**config.mk**
```make
export PLATFORM = sky130hd
export DESIGN_NAME = cfg_twowire_slave
export DESIGN_NICKNAME = d
export VERILOG_FILES = /design/src/rtl/tws_pkg.sv /design/src/rtl/tws_line_sync.sv /design/src/rtl/tws_reg_bank.sv /design/src/rtl/tws_proto_fsm.sv /design/src/rtl/cfg_twowire_slave.sv
export SDC_FILE = /design/constraint.sdc
export NUM_CORES = 1
export LEC_CHECK = 0
export BUFFER_PORTS_ARGS = -buffer_cell sky130_fd_sc_hd__buf_2
export CAP_MARGIN = 5
export CORE_MARGIN = 2
export CORE_UTILIZATION = 61
export CTS_BUF_LIST = sky130_fd_sc_hd__clkbuf_8
export CTS_CLUSTER_SIZE = 40
export DETAILED_ROUTE_END_ITERATION = 8
export PLACE_DENSITY = 0.82
export SLEW_MARGIN = 20
export SYNTH_ARGS = -nofsm -noshare
export SYNTH_HDL_FRONTEND = slang
export SYNTH_SLANG_ARGS = --single-unit
```
**constraint.sdc**
```tcl
create_clock -name clk -period 2.4 [get_ports clk]
set_input_delay 0.24 -clock clk [delete_from_list [all_inputs] [get_ports clk]]
set_output_delay 0.24 -clock clk [all_outputs]
set_load 0.05 [all_outputs]
```
**src/rtl/tws_pkg.sv**
```systemverilog
package tws_pkg;
  typedef enum logic [2:0] {
    S_IDLE, S_RX, S_RX_END, S_ACK, S_TX, S_TACK, S_TNEXT, S_WAIT
  } tws_state_t;

  typedef enum logic [1:0] {
    K_ADDR, K_CMD, K_WCNT, K_WDATA
  } tws_kind_t;
endpackage

```
**src/rtl/tws_line_sync.sv**
```systemverilog
module tws_line_sync #(
  parameter int SYNC_STAGES = 2
) (
  input  logic clk,
  input  logic rst,
  input  logic scl_i,
  input  logic sda_i,
  output logic scl_lvl,
  output logic sda_lvl,
  output logic scl_rise,
  output logic scl_fall,
  output logic start_o,
  output logic stop_o
);
  localparam int LAST = SYNC_STAGES;

  logic [LAST:0] scl_p, sda_p;

  always_ff @(posedge clk) begin
    if (rst) begin
      scl_p <= '1;
      sda_p <= '1;
    end else begin
      scl_p <= {scl_p[LAST-1:0], scl_i};
      sda_p <= {sda_p[LAST-1:0], sda_i};
    end
  end

  assign scl_lvl  = scl_p[LAST-1];
  assign sda_lvl  = sda_p[LAST-1];
  assign scl_rise = scl_p[LAST-1] & ~scl_p[LAST];
  assign scl_fall = ~scl_p[LAST-1] & scl_p[LAST];
  // data edges while the clock stays high mark start / stop
  assign start_o  = scl_p[LAST-1] & scl_p[LAST] & sda_p[LAST] & ~sda_p[LAST-1];
  assign stop_o   = scl_p[LAST-1] & scl_p[LAST] & ~sda_p[LAST] & sda_p[LAST-1];
endmodule

```
**src/rtl/tws_reg_bank.sv**
```systemverilog
module tws_reg_bank #(
  parameter int               NREG    = 8,
  parameter int               AW      = 7,
  parameter logic [NREG*8-1:0] RST_VAL = '0
) (
  input  logic              clk,
  input  logic              rst,
  input  logic              wr_en,
  input  logic [AW-1:0]     wr_addr,
  input  logic [7:0]        wr_data,
  input  logic [AW-1:0]     rd_addr,
  output logic [7:0]        rd_data,
  output logic [NREG*8-1:0] regs_flat
);
  logic [7:0] mem [NREG];

  for (genvar gi = 0; gi < NREG; gi++) begin : g_reg
    always_ff @(posedge clk) begin
      if (rst)
        mem[gi] <= RST_VAL[gi*8 +: 8];
      else if (wr_en && wr_addr == AW'(gi))
        mem[gi] <= wr_data;
    end
    assign regs_flat[gi*8 +: 8] = mem[gi];
  end

  // unmatched offsets fall through to zero
  always_comb begin
    rd_data = '0;
    for (int i = 0; i < NREG; i++)
      if (rd_addr == AW'(i)) rd_data = mem[i];
  end

  AST_OOR_WRITE_DROPPED: assert property (@(posedge clk) disable iff (rst)
    (wr_en && int'(wr_addr) >= NREG) |=> $stable(regs_flat)) else $error("write beyond bank changed a register");
  AST_RESET_LOADS_DEFAULTS: assert property (@(posedge clk) disable iff (rst)
    $past(rst) |-> regs_flat == RST_VAL) else $error("bank not at defaults after reset");
endmodule

```
**src/rtl/tws_proto_fsm.sv**
```systemverilog
module tws_proto_fsm
  import tws_pkg::*;
#(
  parameter int         NREG     = 8,
  parameter int         AW       = 7,
  parameter logic [6:0] DEV_ADDR = 7'h69
) (
  input  logic          clk,
  input  logic          rst,
  input  logic          scl_lvl,
  input  logic          sda_lvl,
  input  logic          scl_rise,
  input  logic          scl_fall,
  input  logic          start_i,
  input  logic          stop_i,
  input  logic [7:0]    rd_data,
  output logic [AW-1:0] rd_addr,
  output logic          wr_en,
  output logic [AW-1:0] wr_addr,
  output logic [7:0]    wr_data,
  output logic          sda_oe
);
  localparam logic [7:0] CNT_BYTE = 8'(NREG);

  tws_state_t    state;
  tws_kind_t     kind;
  logic [2:0]    cnt;
  logic [7:0]    rx_sh, tx_sh;
  logic [AW-1:0] ptr;
  logic          blk_mode, send_cnt, go_tx;
  logic [7:0]    rx_byte, next_tx;

  assign rx_byte = {rx_sh[6:0], sda_lvl};
  assign next_tx = send_cnt ? CNT_BYTE : rd_data;
  assign rd_addr = ptr;

  always_ff @(posedge clk) begin
    if (rst) begin
      state    <= S_IDLE;
      kind     <= K_ADDR;
      cnt      <= '0;
      rx_sh    <= '0;
      tx_sh    <= '0;
      ptr      <= '0;
      blk_mode <= 1'b0;
      send_cnt <= 1'b0;
      go_tx    <= 1'b0;
      sda_oe   <= 1'b0;
      wr_en    <= 1'b0;
      wr_addr  <= '0;
      wr_data  <= '0;
    end else begin
      wr_en <= 1'b0;
      if (stop_i) begin
        state  <= S_IDLE;
        sda_oe <= 1'b0;
      end else if (start_i) begin
        state  <= S_RX;
        kind   <= K_ADDR;
        cnt    <= '0;
        sda_oe <= 1'b0;
      end else begin
        case (state)
          S_RX: if (scl_rise) begin
            rx_sh <= rx_byte;
            cnt   <= cnt + 3'd1;
            if (cnt == 3'd7) begin
              state <= S_RX_END;
              go_tx <= 1'b0;
              case (kind)
                K_ADDR: begin
                  if (rx_byte[7:1] != DEV_ADDR) begin
                    state <= S_WAIT;
                  end else if (rx_byte[0]) begin
                    go_tx    <= 1'b1;
                    send_cnt <= blk_mode;
                  end else begin
                    kind <= K_CMD;
                  end
                end
                K_CMD: begin
                  blk_mode <= ~rx_byte[7];
                  ptr      <= rx_byte[7] ? rx_byte[AW-1:0] : '0;
                  kind     <= rx_byte[7] ? K_WDATA : K_WCNT;
                end
                K_WCNT: kind <= K_WDATA;
                K_WDATA: begin
                  wr_en   <= 1'b1;
                  wr_addr <= ptr;
                  wr_data <= rx_byte;
                  ptr     <= ptr + 1'b1;
                end
                default: ;
              endcase
            end
          end
          S_RX_END: if (scl_fall) begin
            state  <= S_ACK;
            sda_oe <= 1'b1;
          end
          S_ACK: if (scl_fall) begin
            cnt <= '0;
            if (go_tx) begin
              state  <= S_TX;
              tx_sh  <= next_tx;
              sda_oe <= ~next_tx[7];
              if (send_cnt) send_cnt <= 1'b0;
              else          ptr      <= ptr + 1'b1;
            end else begin
              state  <= S_RX;
              sda_oe <= 1'b0;
            end
          end
          S_TX: if (scl_fall) begin
            if (cnt == 3'd7) begin
              state  <= S_TACK;
              sda_oe <= 1'b0;
            end else begin
              tx_sh  <= {tx_sh[6:0], 1'b0};
              sda_oe <= ~tx_sh[6];
              cnt    <= cnt + 3'd1;
            end
          end
          S_TACK: if (scl_rise) state <= sda_lvl ? S_WAIT : S_TNEXT;
          S_TNEXT: if (scl_fall) begin
            state  <= S_TX;
            cnt    <= '0;
            tx_sh  <= next_tx;
            sda_oe <= ~next_tx[7];
            if (send_cnt) send_cnt <= 1'b0;
            else          ptr      <= ptr + 1'b1;
          end
          default: ;
        endcase
      end
    end
  end

  AST_ACK_DRIVEN: assert property (@(posedge clk) disable iff (rst)
    state == S_ACK |-> sda_oe) else $error("acknowledge slot not driven");
  AST_WAIT_QUIET: assert property (@(posedge clk) disable iff (rst)
    state == S_WAIT |-> !sda_oe) else $error("data driven while ignoring bus");
  AST_TX_HOLD_SCL_HIGH: assert property (@(posedge clk) disable iff (rst)
    (state == S_TX && scl_lvl && $past(scl_lvl)) |-> $stable(sda_oe)) else $error("read data moved while clock high");
  AST_WRITE_ONLY_DATA: assert property (@(posedge clk) disable iff (rst)
    wr_en |-> $past(kind) == K_WDATA) else $error("write from non-data byte");
  AST_STOP_TO_IDLE: assert property (@(posedge clk) disable iff (rst)
    stop_i |=> state == S_IDLE) else $error("stop did not reach idle");
  AST_IDLE_QUIET: assert property (@(posedge clk) disable iff (rst)
    state == S_IDLE |-> !sda_oe) else $error("data driven in idle");
endmodule

```
**src/rtl/cfg_twowire_slave.sv**
```systemverilog
module cfg_twowire_slave #(
  parameter int                NREG        = 8,
  parameter logic [6:0]        DEV_ADDR    = 7'h69,
  parameter int                SYNC_STAGES = 2,
  parameter logic [NREG*8-1:0] RST_VAL     = 64'h8877_6655_4433_2211
) (
  input  logic              clk,
  input  logic              rst,
  input  logic              scl_i,
  input  logic              sda_i,
  output logic              sda_oe_o,
  output logic [NREG*8-1:0] regs_o
);
  localparam int AW = 7;

  logic          scl_lvl, sda_lvl, scl_rise, scl_fall, start_c, stop_c;
  logic [7:0]    rd_data, wr_data;
  logic [AW-1:0] rd_addr, wr_addr;
  logic          wr_en;

  tws_line_sync #(.SYNC_STAGES(SYNC_STAGES)) u_sync (
    .clk(clk), .rst(rst), .scl_i(scl_i), .sda_i(sda_i),
    .scl_lvl(scl_lvl), .sda_lvl(sda_lvl), .scl_rise(scl_rise),
    .scl_fall(scl_fall), .start_o(start_c), .stop_o(stop_c)
  );

  tws_proto_fsm #(.NREG(NREG), .AW(AW), .DEV_ADDR(DEV_ADDR)) u_fsm (
    .clk(clk), .rst(rst), .scl_lvl(scl_lvl), .sda_lvl(sda_lvl),
    .scl_rise(scl_rise), .scl_fall(scl_fall), .start_i(start_c),
    .stop_i(stop_c), .rd_data(rd_data), .rd_addr(rd_addr),
    .wr_en(wr_en), .wr_addr(wr_addr), .wr_data(wr_data), .sda_oe(sda_oe_o)
  );

  tws_reg_bank #(.NREG(NREG), .AW(AW), .RST_VAL(RST_VAL)) u_bank (
    .clk(clk), .rst(rst), .wr_en(wr_en), .wr_addr(wr_addr),
    .wr_data(wr_data), .rd_addr(rd_addr), .rd_data(rd_data),
    .regs_flat(regs_o)
  );
endmodule

```
Yosys cells after proc, flatten, opt, wreduce, memory -nomap -nowiden --
Memories as Yosys holds them, arrays and structs flattened. Index checks and enable logic that the tools add are counted. Widths: inputs -> output; s select.
Word-level totals: output and inout port bits 65, register bits 55, memories kept 1, ROM bits 0, word-level logic and storage cells 240, RAM bits 64, bits of input ports 4, latch bits 0
Memories:
- u_bank.mem | depth 8, bits a word 8, rd ports 8, clocked after Yosys merged registers in 0, write ports 8, RTL line tws_reg_bank.sv:15 | logic [7:0] mem [NREG];
Cells by class: equal/unequal tests 51, add/subtract/negate cells 2, reductions and logical operators 37, shifts and indexed selects 0, divide/modulo/power cells 0, bitwise operators 27, magnitude comparators 0, muxes and demuxes 106, multipliers 0
Operator list (number):
- $mux 8 | 17
- $mux 7 | 12
- $eq 7x3->1 const B | 8
- $mux 3 | 16
- $mux 1 | 47
- $pmux 7 s3 | 2
- $ne 3x3->1 const B | 10
- $eq 7x2->1 const B | 4
- $reduce_and 9->1 | 3
- $ne 2x2->1 const B | 9
- $pmux 3 s6 | 1
- $reduce_and 6->1 | 3
- $eq 7x1->1 const B | 2
- $logic_not 7->1 | 2
- $pmux 7 s2 | 1
- $eq 3x3->1 const B | 4
- $mux 2 | 6
- $not 1->1 | 12
- $reduce_bool 4->1 | 3
- $reduce_and 11->1 | 1
- $reduce_and 5->1 | 2
- $pmux 3 s3 | 1
- $logic_and 1x1->1 | 8
- $ne 2x1->1 const B | 4
- 25 further kinds | 45

Longest topological paths before layout --
Gate-level depths: netlist of the first run.
depth after elaboration 14, gate-level depth with buffers 8, gate-level depth less buffers 7

By module --
A second synthesis of the first run with hierarchy kept.
Unflattened totals: cells, all modules 582, area total of the unflattened synthesis 5841.9 µm²
Modules (own cells, without submodules):
- tws_reg_bank | cells each 258, seq. area each 1921.8 µm², area an instance 3080.5 µm², times used 1
- tws_proto_fsm | cells each 308, seq. area each 980.9 µm², area an instance 2571.2 µm², times used 1
- tws_line_sync | cells each 16, seq. area each 120.1 µm², area an instance 190.2 µm², times used 1

Worst setup path after synthesis of the first run --
No wires, ideal clock.
path kind register to register, start point register u_fsm.wr_addr[3], end point memory u_bank.mem[0][0], enable pin, stages on the path, launching flop included 5, arrival time 1.768 ns, required time 2.013 ns, slack 0.245 ns, period minus slack after synthesis 2.155 ns, path through dfxtp_1 nor4_2 nand3b_1 clkbuf_1 o31ai_1
RTL lines:
- start, declared | RTL line tws_proto_fsm.sv:19 | output logic [AW-1:0] wr_addr,
- start signal, assigned | RTL line tws_proto_fsm.sv:89 | wr_addr <= ptr;
- end, declared | RTL line tws_reg_bank.sv:15

Worst setup path after layout of the first run --
start point register u_fsm.ptr[0] (netlist: u_fsm.rd_addr[0]), end point register u_fsm.tx_sh[3]
On the way: word-level cells in the longest chain between the ends 13, elaborated cells between the ends (all ways) 21
RTL lines:
- start, declared | RTL line tws_proto_fsm.sv:29 | logic [AW-1:0] ptr;
- start signal, assigned | RTL line tws_proto_fsm.sv:83 | ptr <= rx_byte[7] ? rx_byte[AW-1:0] : '0;
- start signal, assigned | RTL line tws_proto_fsm.sv:91 | ptr <= ptr + 1'b1;
- start signal, assigned | RTL line tws_proto_fsm.sv:108 | else ptr <= ptr + 1'b1;
- $logic_not 7->1 | RTL line tws_reg_bank.sv:31 | if (rd_addr == AW'(i)) rd_data = mem[i];
- $mux 8 (7 in a row) | RTL line tws_reg_bank.sv:31
- $mux 8 (*) | RTL line tws_reg_bank.sv:31
- $mux 8 (*) | RTL line tws_proto_fsm.sv:34 | assign next_tx = send_cnt ? CNT_BYTE : rd_data;
- $mux 7 | RTL line tws_proto_fsm.sv:103 | if (go_tx) begin
- $mux 7 | RTL line tws_proto_fsm.sv:101 | S_ACK: if (scl_fall) begin
- $pmux 7 s3 (*) | RTL line tws_proto_fsm.sv:63 | case (state)
- end signal, assigned | RTL line tws_proto_fsm.sv:105 | tx_sh <= next_tx;
- end signal, assigned | RTL line tws_proto_fsm.sv:119 | tx_sh <= {tx_sh[6:0], 1'b0};
- end signal, assigned | RTL line tws_proto_fsm.sv:128 | tx_sh <= next_tx;
- end, declared | RTL line tws_proto_fsm.sv:28 | logic [7:0] rx_sh, tx_sh;
Mark *: on every way between the ends. The rest lies on a longest branch, timed or not. The select of a mux whose other input is x is not followed. A chain may end at the register's enable or synchronous reset.

==> reports/summary.json, run 1 <==
{
  "final-seq-area_mm2": 0.003023,
  "worst-path-buf-inv": 1,
  "worst_path_max_delay_cell": "a2111oi_0",
  "detail-route-antenna-nets": 0,
  "worst_hold_path.num_cells": 2,
  "timing.final.crit_share_pct": 91.51,
  "globalplace.congestion": 0.9428,
  "hold_viol_final": 0,
  "sequential_share_of_the_synthesized_area_pct": 49.15,
  "tritoncts.num_buffers": 17,
  "dp.final_hpwl_um": 12000,
  "clkTransAtPathRegs_ns": 0.07,
  "tritoncts": "yes",
  "finalNetCount": 713,
  "slew_violations": 0,
  "first_iter_violations": 584,
  "r2r-start": "u_fsm.rd_addr[0]",
  "finalCriticalPeriod_ns": 2.196,
  "fp.dieW_um": 104.4,
  "cts.repair.resized": 0,
  "edff_count_synth": 64,
  "remaining_drc_errors": 0,
  "max_freq_mhz": 455.3,
  "vdd_ir_drop_max_uv": 339.0,
  "end_kind": "flip-flop",
  "diodes": 0,
  "placement.cell_area_mm2": 0.006703,
  "power_leakage_uw": 0.002765,
  "avgSynthCellArea_um2": 9.969,
  "critical-path-top-cell-by-count": "a2111oi_0",
  "gr-total-overflow": 0,
  "tightest_slew_ns": 0.7520,
  "wire_length_of_the_first_global_routing_pass_um": 26310,
  "floorplan.die_area_mm2": 0.01090,
  "start_util_pct": 62.93,
  "slew_headroom_pct": 49.68,
  "ys.warnings.count": 0,
  "design.portCount": 69,
  "cts_htree_levels": 4,
  "grt_setup_unrepaired": "false",
  "critPathLaunchType": "flip-flop",
  "rows": 36,
  "path_class": "reg -> reg",
  "critPathMaxFanout": 13,
  "ff2ff_setup_slack_ns": 0.20,
  "first_global_vias": 5071,
  "final_cell_mix": "buf_2 (68), edfxtp_1 (64), dfxtp_1 (55), o21ai_0 (43), a21oi_1 (41)",
  "reg2regPathDepth": 6,
  "antenna_found_initial": 0,
  "critical_path.cell_chain": "inv_1, ha_1, a2111oi_0, a2111oi_0, o21ai_0, a311oi_1",
  "timing.final.setup_violations": 0,
  "flow.area_growth_from_synthesis_pct": 16.23,
  "drt_first_pass_iters": 5,
  "worst-endpoint-required_ns": 2.67,
  "wl_per_cell_um": 19.82,
  "worst_clock_skew_ns": 0.01334,
  "timing.critical_path.arrival_ns": 2.46,
  "worstHoldEndpoint": "u_bank.mem[1][11]",
  "design_area_mm2": 0.007149,
  "clk_root_buffer_cell": "clkbuf_8",
  "p_per_area_mw_per_mm2": 614.7,
  "via_per_inst": 6.317,
  "max_stage_delay_ns": 0.51,
  "max-clock-path-buffers": 2,
  "numClockSinks": 119,
  "layout.cells.most_common": "buf_2",
  "synthFlopType": "edfxtp_1",
  "multi_input_gate_area_in_the_final_layout_mm2": 0.002813,
  "async_reset_ff_share_pct": 0,
  "clkLatencyLatePin_ns": 0.44,
  "maxCapViolations": 0,
  "fill_cells": 703,
  "yosys_register_bits": 119,
  "syn-instance-count": 617,
  "synth_nets": 631,
  "hold_path_origin": "rst",
  "crit_family": "compound AO/OA/AOI/OAI gates",
  "netlist-cell-type-count": 70,
  "fp.dieH_um": 104.4,
  "totalNegativeSetupSlack_ns": 0,
  "post_route_cells_drive_above_1_share_pct": 22.61,
  "critical_path_cell_count": 6,
  "result_of_the_run": "finished clean",
  "io_buffer_count": 68,
  "num_vias": 5338,
  "grt_start_max_net_pins": 37,
  "drt-total-wl_um": 16750,
  "hold_class": "in -> reg",
  "grt.total_usage_pct": 31.04,
  "regToRegEndpoint": "u_fsm.tx_sh[3]",
  "synth_area_mm2": 0.006151,
  "floorplan.core_area_mm2": 0.009774
}
-- sequential cells by signal, summed over array words and instances (netlist names) --
| name | cells |
|---|---|
| u_fsm.send_cnt | 1 |
| u_fsm.wr_en | 1 |
| u_fsm.state | 3 |
| u_fsm.rx_sh | 7 |
| u_fsm.cnt | 3 |
| u_fsm.rd_addr | 7 |
| u_fsm.go_tx | 1 |
| u_fsm.blk_mode | 1 |
| u_fsm.wr_addr | 7 |
| u_fsm.sda_oe | 1 |
| u_fsm.kind | 2 |
| u_bank.mem | 64 |
| u_fsm.wr_data | 8 |
| u_sync.scl_p | 3 |
| u_sync.sda_p | 3 |
| u_fsm.tx_sh | 7 |
-- through the flow --
step,instances,util [%],setup slack (ns),hold WS (ns),power (uW)
after CTS,845,73.14,0.2962,0.2193,4393
after global routing,845,73.14,0.1214,0.2502,4496
after detailed placement,811,68.57,0.2904,0.3995,2479
after floorplan,617,-,0.2452,0.3438,2403
final,845,73.14,0.2038,0.2348,4395
after global placement,811,68.57,0.4075,0.3916,2474
-- power breakdown --
| group | internal, uW | switching [uW] | leakage, uW |
|---|---|---|---|
| Clock | 1170 | 788 | 0.000226 |
| Combinational | 65.0 | 181 | 0.00153 |
| Sequential | 2170 | 28.1 | 0.00101 |
-- worst max path at each step --
stage	startpoint	to
after global routing	u_fsm.rd_addr[0]	u_fsm.tx_sh[3]
after CTS	u_fsm.rd_addr[0]	u_fsm.tx_sh[3]
final	u_fsm.rd_addr[0]	u_fsm.tx_sh[3]
after floorplan	u_fsm.wr_addr[3]	u_bank.mem[0][0]
after detailed placement	u_fsm.rd_addr[0]	u_fsm.tx_sh[3]
after global placement	u_fsm.state[1]	u_fsm.rd_addr[1]
-- synth_stat cells (all sizes together), types with 7 or more instances --
| master | instances | area [um^2] |
|---|---|---|
| edfxtp | 64 | 1922 |
| dfxtp | 55 | 1101 |
| o21ai | 43 | 215.2 |
| a21oi | 41 | 205.2 |
| nor2 | 36 | 135.1 |
| nand2 | 35 | 133.9 |
| nand2b | 33 | 206.5 |
| and2 | 29 | 181.4 |
| inv | 26 | 97.59 |
| mux2i | 23 | 230.2 |
| buf | 21 | 138.9 |
| clkbuf | 21 | 78.83 |
| nand3 | 19 | 105.1 |
| nor3 | 13 | 85.08 |
| nor4 | 13 | 100.1 |
| or2 | 13 | 81.33 |
| ha | 10 | 125.1 |
| nor2b | 10 | 62.56 |
| nand3b | 8 | 60.06 |
| a221oi | 7 | 61.31 |
| and3 | 7 | 43.79 |
-- cell type report --
cell class                      instances  area share, %
Timing Repair Buffer                  105          8.715
Tap cell                              133          2.328
Sequential cell                       119          42.28
Clock buffer                           19          3.658
Inverter                               26          1.365
Clock inverter                         13          2.310
Multi-Input combinational cell        430          39.34
-- layer usage --
metal | share of wire, % | up-vias | global-route usage, %
met5 | 0 | - | 0
met4 | 2.9 | 0 | 11.87
met3 | 11 | 48 | 7.519
met2 | 47 | 360 | 47.95
met1 | 39 | 2512 | 42.37
li1 | - | 2418 | -
-- logic make-up (layout without fill, tap and decap cells) --
| kind of cell | Yosys count | in the layout | share of synthesized area (%) |
|---|---|---|---|
| compound gates | 152 | 152 | 16.31 |
| mux | 23 | 23 | 3.743 |
| flops | 119 | 119 | 49.15 |
| buf+inv | 68 | 163 | 5.126 |
| fa+ha+maj | 10 | 10 | 2.034 |
| simple gates | 241 | 241 | 22.76 |
| xor+xnor | 4 | 4 | 0.8748 |
-- worst register-to-register path, stage by stage, from the launching register on --
cell	delay, ns
dfxtp_1	0.45
inv_1	0.10
ha_1	0.37
a2111oi_0	0.51
a2111oi_0	0.15
o21ai_0	0.31
a311oi_1	0.15
-- what timing repair did --
item | 4_1_cts | 5_1_grt
endpoints found under the hold margin | 2 | 0
hold buffers | 2 | 0
buffers inserted | 0 | 0
No activity file was read; power rests on OpenSTA's default activity.
==> inputs of run 2 (changes only) <==
Settings changed: CORE_UTILIZATION 61 to 55, PLACE_DENSITY 0.82 to 0.75.
Clock period 2.4 ns to 2.65 ns, I/O delays scaled along.
==> run 2 against run 1 <==
  * Count of clock-buffer cells in the layout down 2
  * Die area up 10%
  * Total power down 12%
  * Final area down 1.5%
  * Non-clock buffer count down 12
  * Sequential share of layout area up 0.63 points
  * Critical path depth down 1
==> reports/summary.json, run 2 (synthesized netlist as in run 1, its figures left out) <==
{
  "rows": {"value": 38, "change": "was 36"},
  "preCtsSetupSlack": {"value": 0.3647, "unit": "ns", "change": "was 0.2904 ns"},
  "design.portCount": {"value": 69, "change": "unchanged"},
  "dp.final_hpwl": {"value": 12020, "unit": "um", "change": "was 12000 um"},
  "regToRegEndpoint": {"value": "u_fsm.tx_sh[1]", "change": "was u_fsm.tx_sh[3]"},
  "final_cell_mix": {"value": "buf_2 (68), edfxtp_1 (64), dfxtp_1 (55), o21ai_0 (43), a21oi_1 (41)", "change": "unchanged"},
  "fp.dieW": {"value": 109.8, "unit": "um", "change": "was 104.4 um"},
  "io_buffer_count": {"value": 68, "change": "unchanged"},
  "power_leakage": {"value": 0.002669, "unit": "uW", "change": "was 0.002765 uW"},
  "grt_setup_unrepaired": {"value": "false", "change": "unchanged"},
  "first_global_vias": {"value": 4773, "change": "was 5071"},
  "grt_start_max_net_pins": {"value": 40, "change": "was 37"},
  "path_class": {"value": "reg -> reg", "change": "unchanged"},
  "timing.final.crit_share": {"value": 89.36, "unit": "%", "change": "was 91.51%"},
  "timing.final.setup_violations": {"value": 0, "change": "unchanged"},
  "wl_per_cell": {"value": 19.98, "unit": "um", "change": "was 19.82 um"},
  "finalCriticalPeriod": {"value": 2.368, "unit": "ns", "change": "was 2.196 ns"},
  "fin_cells": {"value": 840, "change": "was 845"},
  "slew_violations": {"value": 0, "change": "unchanged"},
  "fp.dieH": {"value": 109.8, "unit": "um", "change": "was 104.4 um"},
  "via_per_inst": {"value": 6.217, "change": "was 6.317"},
  "slew_headroom": {"value": 49.82, "unit": "%", "change": "was 49.68%"},
  "maxCapViolations": {"value": 0, "change": "unchanged"},
  "clkTransAtPathRegs": {"value": 0.08, "unit": "ns", "change": "was 0.07 ns"},
  "hold-worst-slack": {"value": 0.2620, "unit": "ns", "change": "was 0.2348 ns"},
  "worst_clock_skew": {"value": 0.01023, "unit": "ns", "change": "was 0.01334 ns"},
  "finalNetCount": {"value": 701, "change": "was 713"},
  "globalplace.congestion": {"value": 0.9654, "change": "was 0.9428"},
  "detail-route-antenna-nets": {"value": 0, "change": "unchanged"},
  "max_freq": {"value": 422.3, "unit": "MHz", "change": "was 455.3 MHz"},
  "ff2ff_setup_slack": {"value": 0.28, "unit": "ns", "change": "was 0.20 ns"},
  "drt_first_pass_iters": {"value": 5, "change": "unchanged"},
  "hold_viol_final": {"value": 0, "change": "unchanged"},
  "grt.total_usage": {"value": 29.03, "unit": "%", "change": "was 31.04%"},
  "layout.cells.most_common": {"value": "buf_2", "change": "unchanged"},
  "max-clock-path-buffers": {"value": 2, "change": "unchanged"},
  "timing.critical_path.arrival": {"value": 2.70, "unit": "ns", "change": "was 2.46 ns"},
  "critPathMaxFanout": {"value": 22, "change": "was 13"},
  "num_vias": {"value": 5222, "change": "was 5338"},
  "reg.largest.list": {"value": "u_bank.mem x64, u_fsm.wr_data x8", "change": "unchanged"},
  "floorplan.die_area": {"value": 0.01205, "unit": "mm^2", "change": "was 0.01090 mm^2"},
  "tritoncts": {"value": "yes", "change": "unchanged"},
  "r2r-start": {"value": "u_fsm.rd_addr[0]", "change": "unchanged"},
  "hold_class": {"value": "in -> reg", "change": "unchanged"},
  "first_iter_violations": {"value": 464, "change": "was 584"},
  "vdd_ir_drop_max": {"value": 454.1, "unit": "uV", "change": "was 339.0 uV"},
  "tightest_slew": {"value": 0.7499, "unit": "ns", "change": "was 0.7520 ns"},
  "cts_htree_levels": {"value": 4, "change": "unchanged"},
  "p_per_area": {"value": 550.9, "unit": "mW/mm^2", "change": "was 614.7 mW/mm^2"},
  "reg2regPathDepth": {"value": 5, "change": "was 6"},
  "worst-endpoint-required": {"value": 2.98, "unit": "ns", "change": "was 2.67 ns"},
  "flow.area_growth_from_synthesis": {"value": 14.52, "unit": "%", "change": "was 16.23%"},
  "result_of_the_run": {"value": "finished clean", "change": "unchanged"},
  "gr-total-overflow": {"value": 0, "change": "unchanged"},
  "drt-total-wl": {"value": 16780, "unit": "um", "change": "was 16750 um"},
  "diodes": {"value": 0, "change": "unchanged"},
  "floorplan.core_area": {"value": 0.01089, "unit": "mm^2", "change": "was 0.009774 mm^2"},
  "post_route_cells_drive_above_1_share": {"value": 21.86, "unit": "%", "change": "was 22.61%"},
  "start_util": {"value": 56.49, "unit": "%", "change": "was 62.93%"},
  "worstHoldEndpoint": {"value": "u_fsm.wr_addr[2]", "change": "was u_bank.mem[1][11]"},
  "clkLatencyLatePin": {"value": 0.46, "unit": "ns", "change": "was 0.44 ns"},
  "final_critical_path_setup_slack": {"value": 0.2820, "unit": "ns", "change": "was 0.2038 ns"},
  "end_kind": {"value": "flip-flop", "change": "unchanged"},
  "dp_cells": {"value": 806, "change": "was 811"},
  "antenna_found_initial": {"value": 0, "change": "unchanged"},
  "wire_length_of_the_first_global_routing_pass": {"value": 25630, "unit": "um", "change": "was 26310 um"},
  "top_register": {"value": "u_bank.mem", "change": "unchanged"},
  "fill_cells": {"value": 876, "change": "was 703"},
  "hold_path_origin": {"value": "rst", "change": "unchanged"},
  "numClockSinks": {"value": 119, "change": "unchanged"},
  "clk_root_buffer_cell": {"value": "clkbuf_8", "change": "unchanged"},
  "remaining_drc_errors": {"value": 0, "change": "unchanged"},
  "largest_reg_flops": {"value": 64, "change": "unchanged"},
  "totalNegativeSetupSlack": {"value": 0, "unit": "ns", "change": "unchanged"},
  "critPathLaunchType": {"value": "flip-flop", "change": "unchanged"},
  "tritoncts.num_buffers": {"value": 17, "change": "unchanged"},
  "worst_hold_path.num_cells": {"value": 2, "change": "unchanged"}
}
-- run 2: final cells by class --
| cell class | count | area [um^2] | share of cell area, % |
|---|---|---|---|
| clock inverter | 15 | 168.9 | 2.398 |
| multi-input combinational | 430 | 2813 | 39.93 |
| clock buffer | 17 | 234.0 | 3.321 |
| inverter | 26 | 97.59 | 1.385 |
| timing repair buffer | 93 | 533.0 | 7.567 |
| sequential | 119 | 3023 | 42.91 |
| tap | 140 | 175.2 | 2.487 |
-- run 2: through the flow --
stage,instance area (um^2),total power (uW),utilization (%)
floorplan,6151,2177,-
global placement,6621,2235,60.81
detailed placement,6621,2239,60.81
CTS,7044,3898,64.70
global route,7044,3977,64.70
finish,7044,3880,64.70
-- run 2: timing repair --
item / in CTS / in global routing
hold buffers: 2 / 0
hold endpoints to repair: 2 / 0
gates resized for setup: 0 / 0
setup buffers: 0 / 0
-- run 2: routing by layer --
layer  GRT usage, %  vias to the layer above  part of all wire [%]
li1               -                     2394                     -
met1          41.04                     2499                    42
met2          42.06                      299                    45
met3          8.121                       30                    10
met4          11.57                        0                   2.2
met5              0                        -                     0
-- run 2: worst max-delay path, stage by stage, from the launching register on --
cell	delay, ns
dfxtp_1	0.47
ha_1	0.68
nand3_2	0.45
o221a_2	0.40
o21ai_0	0.09
a31oi_1	0.14
-- run 2: power breakdown --
part           leakage, uW  internal [uW]  total (uW)  switching [uW]
clock network     0.000191            855        1680             823
registers          0.00101           1960        1990            29.4
logic              0.00147           53.9         211             157
-- run 2: how the worst max path moves through the flow --
stage                     slack [ns]               end        startpoint  cells past startpoint
after floorplan                 0.50  u_bank.mem[0][0]  u_fsm.wr_addr[3]                      4
after global placement          0.49    u_fsm.tx_sh[4]  u_fsm.rd_addr[0]                      5
after detailed placement        0.36    u_fsm.tx_sh[1]  u_fsm.rd_addr[0]                      5
after CTS                       0.35    u_fsm.tx_sh[1]  u_fsm.rd_addr[0]                      5
after global routing            0.13    u_fsm.tx_sh[2]    u_fsm.state[2]                      5
final                           0.28    u_fsm.tx_sh[1]  u_fsm.rd_addr[0]                      5
==> inputs of run 3 (changes only) <==
Settings changed: CORE_ASPECT_RATIO set to 1.5.
Clock period 2.65 ns to 3 ns, I/O delays scaled along.
==> run 3 against run 2 <==
  * Fmax shrank 4.5%
  * Utilization is 0.64 points lower
  * Clock power down 8%
  * Critical path depth is the same
  * Sequential power down 12%
  * Die area increased by 0.15%
  * Hold slack got worse by 0.22 ns
  * Register-to-register slack better by 0.24 ns
  * Final area unchanged
  * Clock skew grew 0.0016 ns
  * Via count down 2.4%
  * Global-route usage shrank 0.48 points
==> reports/summary.json, run 3 (synthesized netlist as in run 1, its figures left out) <==
{
  "result_of_the_run": {"value": "finished clean", "change": "unchanged"},
  "slew_violations": {"value": 0, "change": "unchanged"},
  "p_total": {"value": 3490, "unit": "uW", "change": "was 3880 uW"},
  "fill_cells": {"value": 875, "change": "was 876"},
  "num_vias": {"value": 5097, "change": "was 5222"},
  "dp.final_hpwl": {"value": 12180, "unit": "um", "change": "was 12020 um"},
  "tritoncts": {"value": "yes", "change": "unchanged"},
  "max_freq": {"value": 403.4, "unit": "MHz", "change": "was 422.3 MHz"},
  "p_per_area": {"value": 495.4, "unit": "mW/mm^2", "change": "was 550.9 mW/mm^2"},
  "first_iter_violations": {"value": 330, "change": "was 464"},
  "maxCapViolations": {"value": 0, "change": "unchanged"},
  "totalNegativeSetupSlack": {"value": 0, "unit": "ns", "change": "unchanged"},
  "drt-total-wl": {"value": 16400, "unit": "um", "change": "was 16780 um"},
  "fp.dieW": {"value": 90.35, "unit": "um", "change": "was 109.8 um"},
  "fp.dieH": {"value": 133.5, "unit": "um", "change": "was 109.8 um"},
  "design.portCount": {"value": 69, "change": "unchanged"},
  "grt_setup_unrepaired": {"value": "false", "change": "unchanged"},
  "final-seq-area": {"value": 0.003023, "unit": "mm^2", "change": "unchanged"},
  "critPathLaunchType": {"value": "flip-flop", "change": "unchanged"},
  "max-clock-path-buffers": {"value": 2, "change": "unchanged"},
  "clkTransAtPathRegs": {"value": 0.07, "unit": "ns", "change": "was 0.08 ns"},
  "numClockSinks": {"value": 119, "change": "unchanged"},
  "timing.critical_path.arrival": {"value": 2.78, "unit": "ns", "change": "was 2.70 ns"},
  "reg.largest.list": {"value": "u_bank.mem x64, u_fsm.wr_data x8", "change": "unchanged"},
  "crit_family": {"value": "flip-flops", "change": "was adder cells"},
  "finalNetCount": {"value": 698, "change": "was 701"},
  "max_stage_delay": {"value": 0.94, "unit": "ns", "change": "was 0.68 ns"},
  "post_route_cells_drive_above_1_share": {"value": 21.38, "unit": "%", "change": "was 21.86%"},
  "remaining_drc_errors": {"value": 0, "change": "unchanged"},
  "drt_first_pass_iters": {"value": 5, "change": "unchanged"},
  "grt_start_max_net_pins": {"value": 32, "change": "was 40"},
  "end_kind": {"value": "flip-flop", "change": "unchanged"},
  "cts.repair.resized": {"value": 0, "change": "unchanged"},
  "wire_length_of_the_first_global_routing_pass": {"value": 26440, "unit": "um", "change": "was 25630 um"},
  "hold_viol_final": {"value": 0, "change": "unchanged"},
  "grt.total_usage": {"value": 28.55, "unit": "%", "change": "was 29.03%"},
  "switchingPower": {"value": 814.6, "unit": "uW", "change": "was 1009 uW"},
  "detail-route-antenna-nets": {"value": 0, "change": "unchanged"},
  "globalplace.congestion": {"value": 0.8805, "change": "was 0.9654"},
  "cts_setup_buffers": {"value": 0, "change": "unchanged"},
  "internal_power": {"value": 2675, "unit": "uW", "change": "was 2871 uW"},
  "top_register": {"value": "u_bank.mem", "change": "unchanged"},
  "power.clock.fraction": {"value": 44.3, "unit": "%", "change": "was 43.2%"},
  "tightest_slew": {"value": 0.9426, "unit": "ns", "change": "was 0.7499 ns"},
  "via_per_inst": {"value": 6.039, "change": "was 6.217"},
  "worst-path-buf-inv": {"value": 0, "change": "unchanged"},
  "fin_util": {"value": 64.06, "unit": "%", "change": "was 64.70%"},
  "worst_clock_skew": {"value": 0.01179, "unit": "ns", "change": "was 0.01023 ns"},
  "diodes": {"value": 0, "change": "unchanged"},
  "clkLatencyLatePin": {"value": 0.44, "unit": "ns", "change": "was 0.46 ns"},
  "cts_htree_levels": {"value": 4, "change": "unchanged"},
  "timing.final.setup_violations": {"value": 0, "change": "unchanged"},
  "finalCriticalPeriod": {"value": 2.479, "unit": "ns", "change": "was 2.368 ns"},
  "worst_path_max_delay_cell": {"value": "dfxtp_1", "change": "was ha_1"},
  "flow.area_growth_from_synthesis": {"value": 14.52, "unit": "%", "change": "unchanged"},
  "multi_input_gate_area_in_the_final_layout": {"value": 0.002813, "unit": "mm^2", "change": "unchanged"},
  "power.combinational.fraction": {"value": 5.3, "unit": "%", "change": "was 5.4%"},
  "largest_reg_flops": {"value": 64, "change": "unchanged"},
  "floorplan.core_area": {"value": 0.01100, "unit": "mm^2", "change": "was 0.01089 mm^2"},
  "hold_class": {"value": "in -> reg", "change": "unchanged"},
  "final_cell_mix": {"value": "buf_2 (68), edfxtp_1 (64), dfxtp_1 (55), o21ai_0 (43), a21oi_1 (41)", "change": "unchanged"},
  "rows": {"value": 47, "change": "was 38"},
  "timing.final.crit_share": {"value": 82.63, "unit": "%", "change": "was 89.36%"},
  "critical_path.cell_chain": {"value": "nand4b_1, a32o_1, nor3_2, a21boi_0, a31oi_1", "change": "was ha_1, nand3_2, o221a_2, o21ai_0, a31oi_1"},
  "power_leakage": {"value": 0.002676, "unit": "uW", "change": "was 0.002669 uW"},
  "path_class": {"value": "reg -> reg", "change": "unchanged"},
  "layout.cells.most_common": {"value": "buf_2", "change": "unchanged"},
  "gr-total-overflow": {"value": 0, "change": "unchanged"},
  "wl_per_cell": {"value": 19.43, "unit": "um", "change": "was 19.98 um"},
  "antenna_found_initial": {"value": 0, "change": "unchanged"},
  "sw_frac_of_total": {"value": 23.34, "unit": "%", "change": "was 26.01%"},
  "worst-endpoint-required": {"value": 3.30, "unit": "ns", "change": "was 2.98 ns"},
  "tritoncts.num_buffers": {"value": 17, "change": "unchanged"},
  "vdd_ir_drop_max": {"value": 329.4, "unit": "uV", "change": "was 454.1 uV"},
  "clk_root_buffer_cell": {"value": "clkbuf_8", "change": "unchanged"},
  "start_util": {"value": 55.93, "unit": "%", "change": "was 56.49%"},
  "first_global_vias": {"value": 5047, "change": "was 4773"},
  "io_buffer_count": {"value": 68, "change": "unchanged"},
  "share_seq_of_total_power": {"value": 50.4, "unit": "%", "change": "was 51.3%"},
  "slew_headroom": {"value": 37.07, "unit": "%", "change": "was 49.82%"},
  "cts_hold_buf": {"value": 0, "change": "was 2"},
  "critPathMaxFanout": {"value": 29, "change": "was 22"},
  "floorplan.die_area": {"value": 0.01206, "unit": "mm^2", "change": "was 0.01205 mm^2"}
}
==> run 3: worst paths after layout <==
| kind | slack (ns) | cells past startpoint | startpoint | end |
|---|---|---|---|---|
| hold / removal | 0.04 | 2 | sda_i | u_sync.sda_p[0] |
| hold reg to reg | 0.41 | 1 | u_sync.sda_p[0] | u_sync.sda_p[1] |
| setup reg to reg | 0.52 | 5 | u_fsm.state[1] | u_fsm.tx_sh[4] |
| setup / recovery | 0.52 | 5 | u_fsm.state[1] | u_fsm.tx_sh[4] |
==> run 3: cell type report <==
type | count | area share [%]
clock inverters | 15 | 2.664
multi-input cells | 430 | 39.93
flip-flops and latches | 119 | 42.91
repair buffers | 90 | 7.176
well taps | 147 | 2.611
clock buffers | 17 | 3.321
inverters | 26 | 1.385
==> run 3: per-stage QoR <==
step | hold slack, ns | instances | setup WS (ns) | area, um^2
after floorplan | 0.3895 | 617 | 0.8452 | 6151
after global placement | 0.3926 | 812 | 0.7049 | 6623
after detailed placement | 0.4006 | 812 | 0.5357 | 6623
after CTS | 0.01741 | 844 | 0.5414 | 7044
after global routing | 0.02292 | 844 | 0.2796 | 7044
final | 0.04180 | 844 | 0.5212 | 7044
==> run 3: power groups by stage <==
| stage | combinational [uW] | clock [uW] | sequential, uW |
|---|---|---|---|
| after detailed placement | 186 | 0 | 1790 |
| after floorplan | 77.1 | 0 | 1850 |
| final | 186 | 1540 | 1760 |
| after global routing | 197 | 1630 | 1760 |
| after global placement | 183 | 0 | 1790 |
| after CTS | 186 | 1550 | 1760 |
==> run 3: layer usage <==
| layer | vias to the layer above | routed length (um) | track usage [%] |
|---|---|---|---|
| li1 | 2388 | - | - |
| met1 | 2450 | 5996 | 31.22 |
| met2 | 210 | 8808 | 52.09 |
| met3 | 49 | 830 | 5.939 |
| met4 | 0 | 760 | 14.27 |
| met5 | - | 0 | 0 |
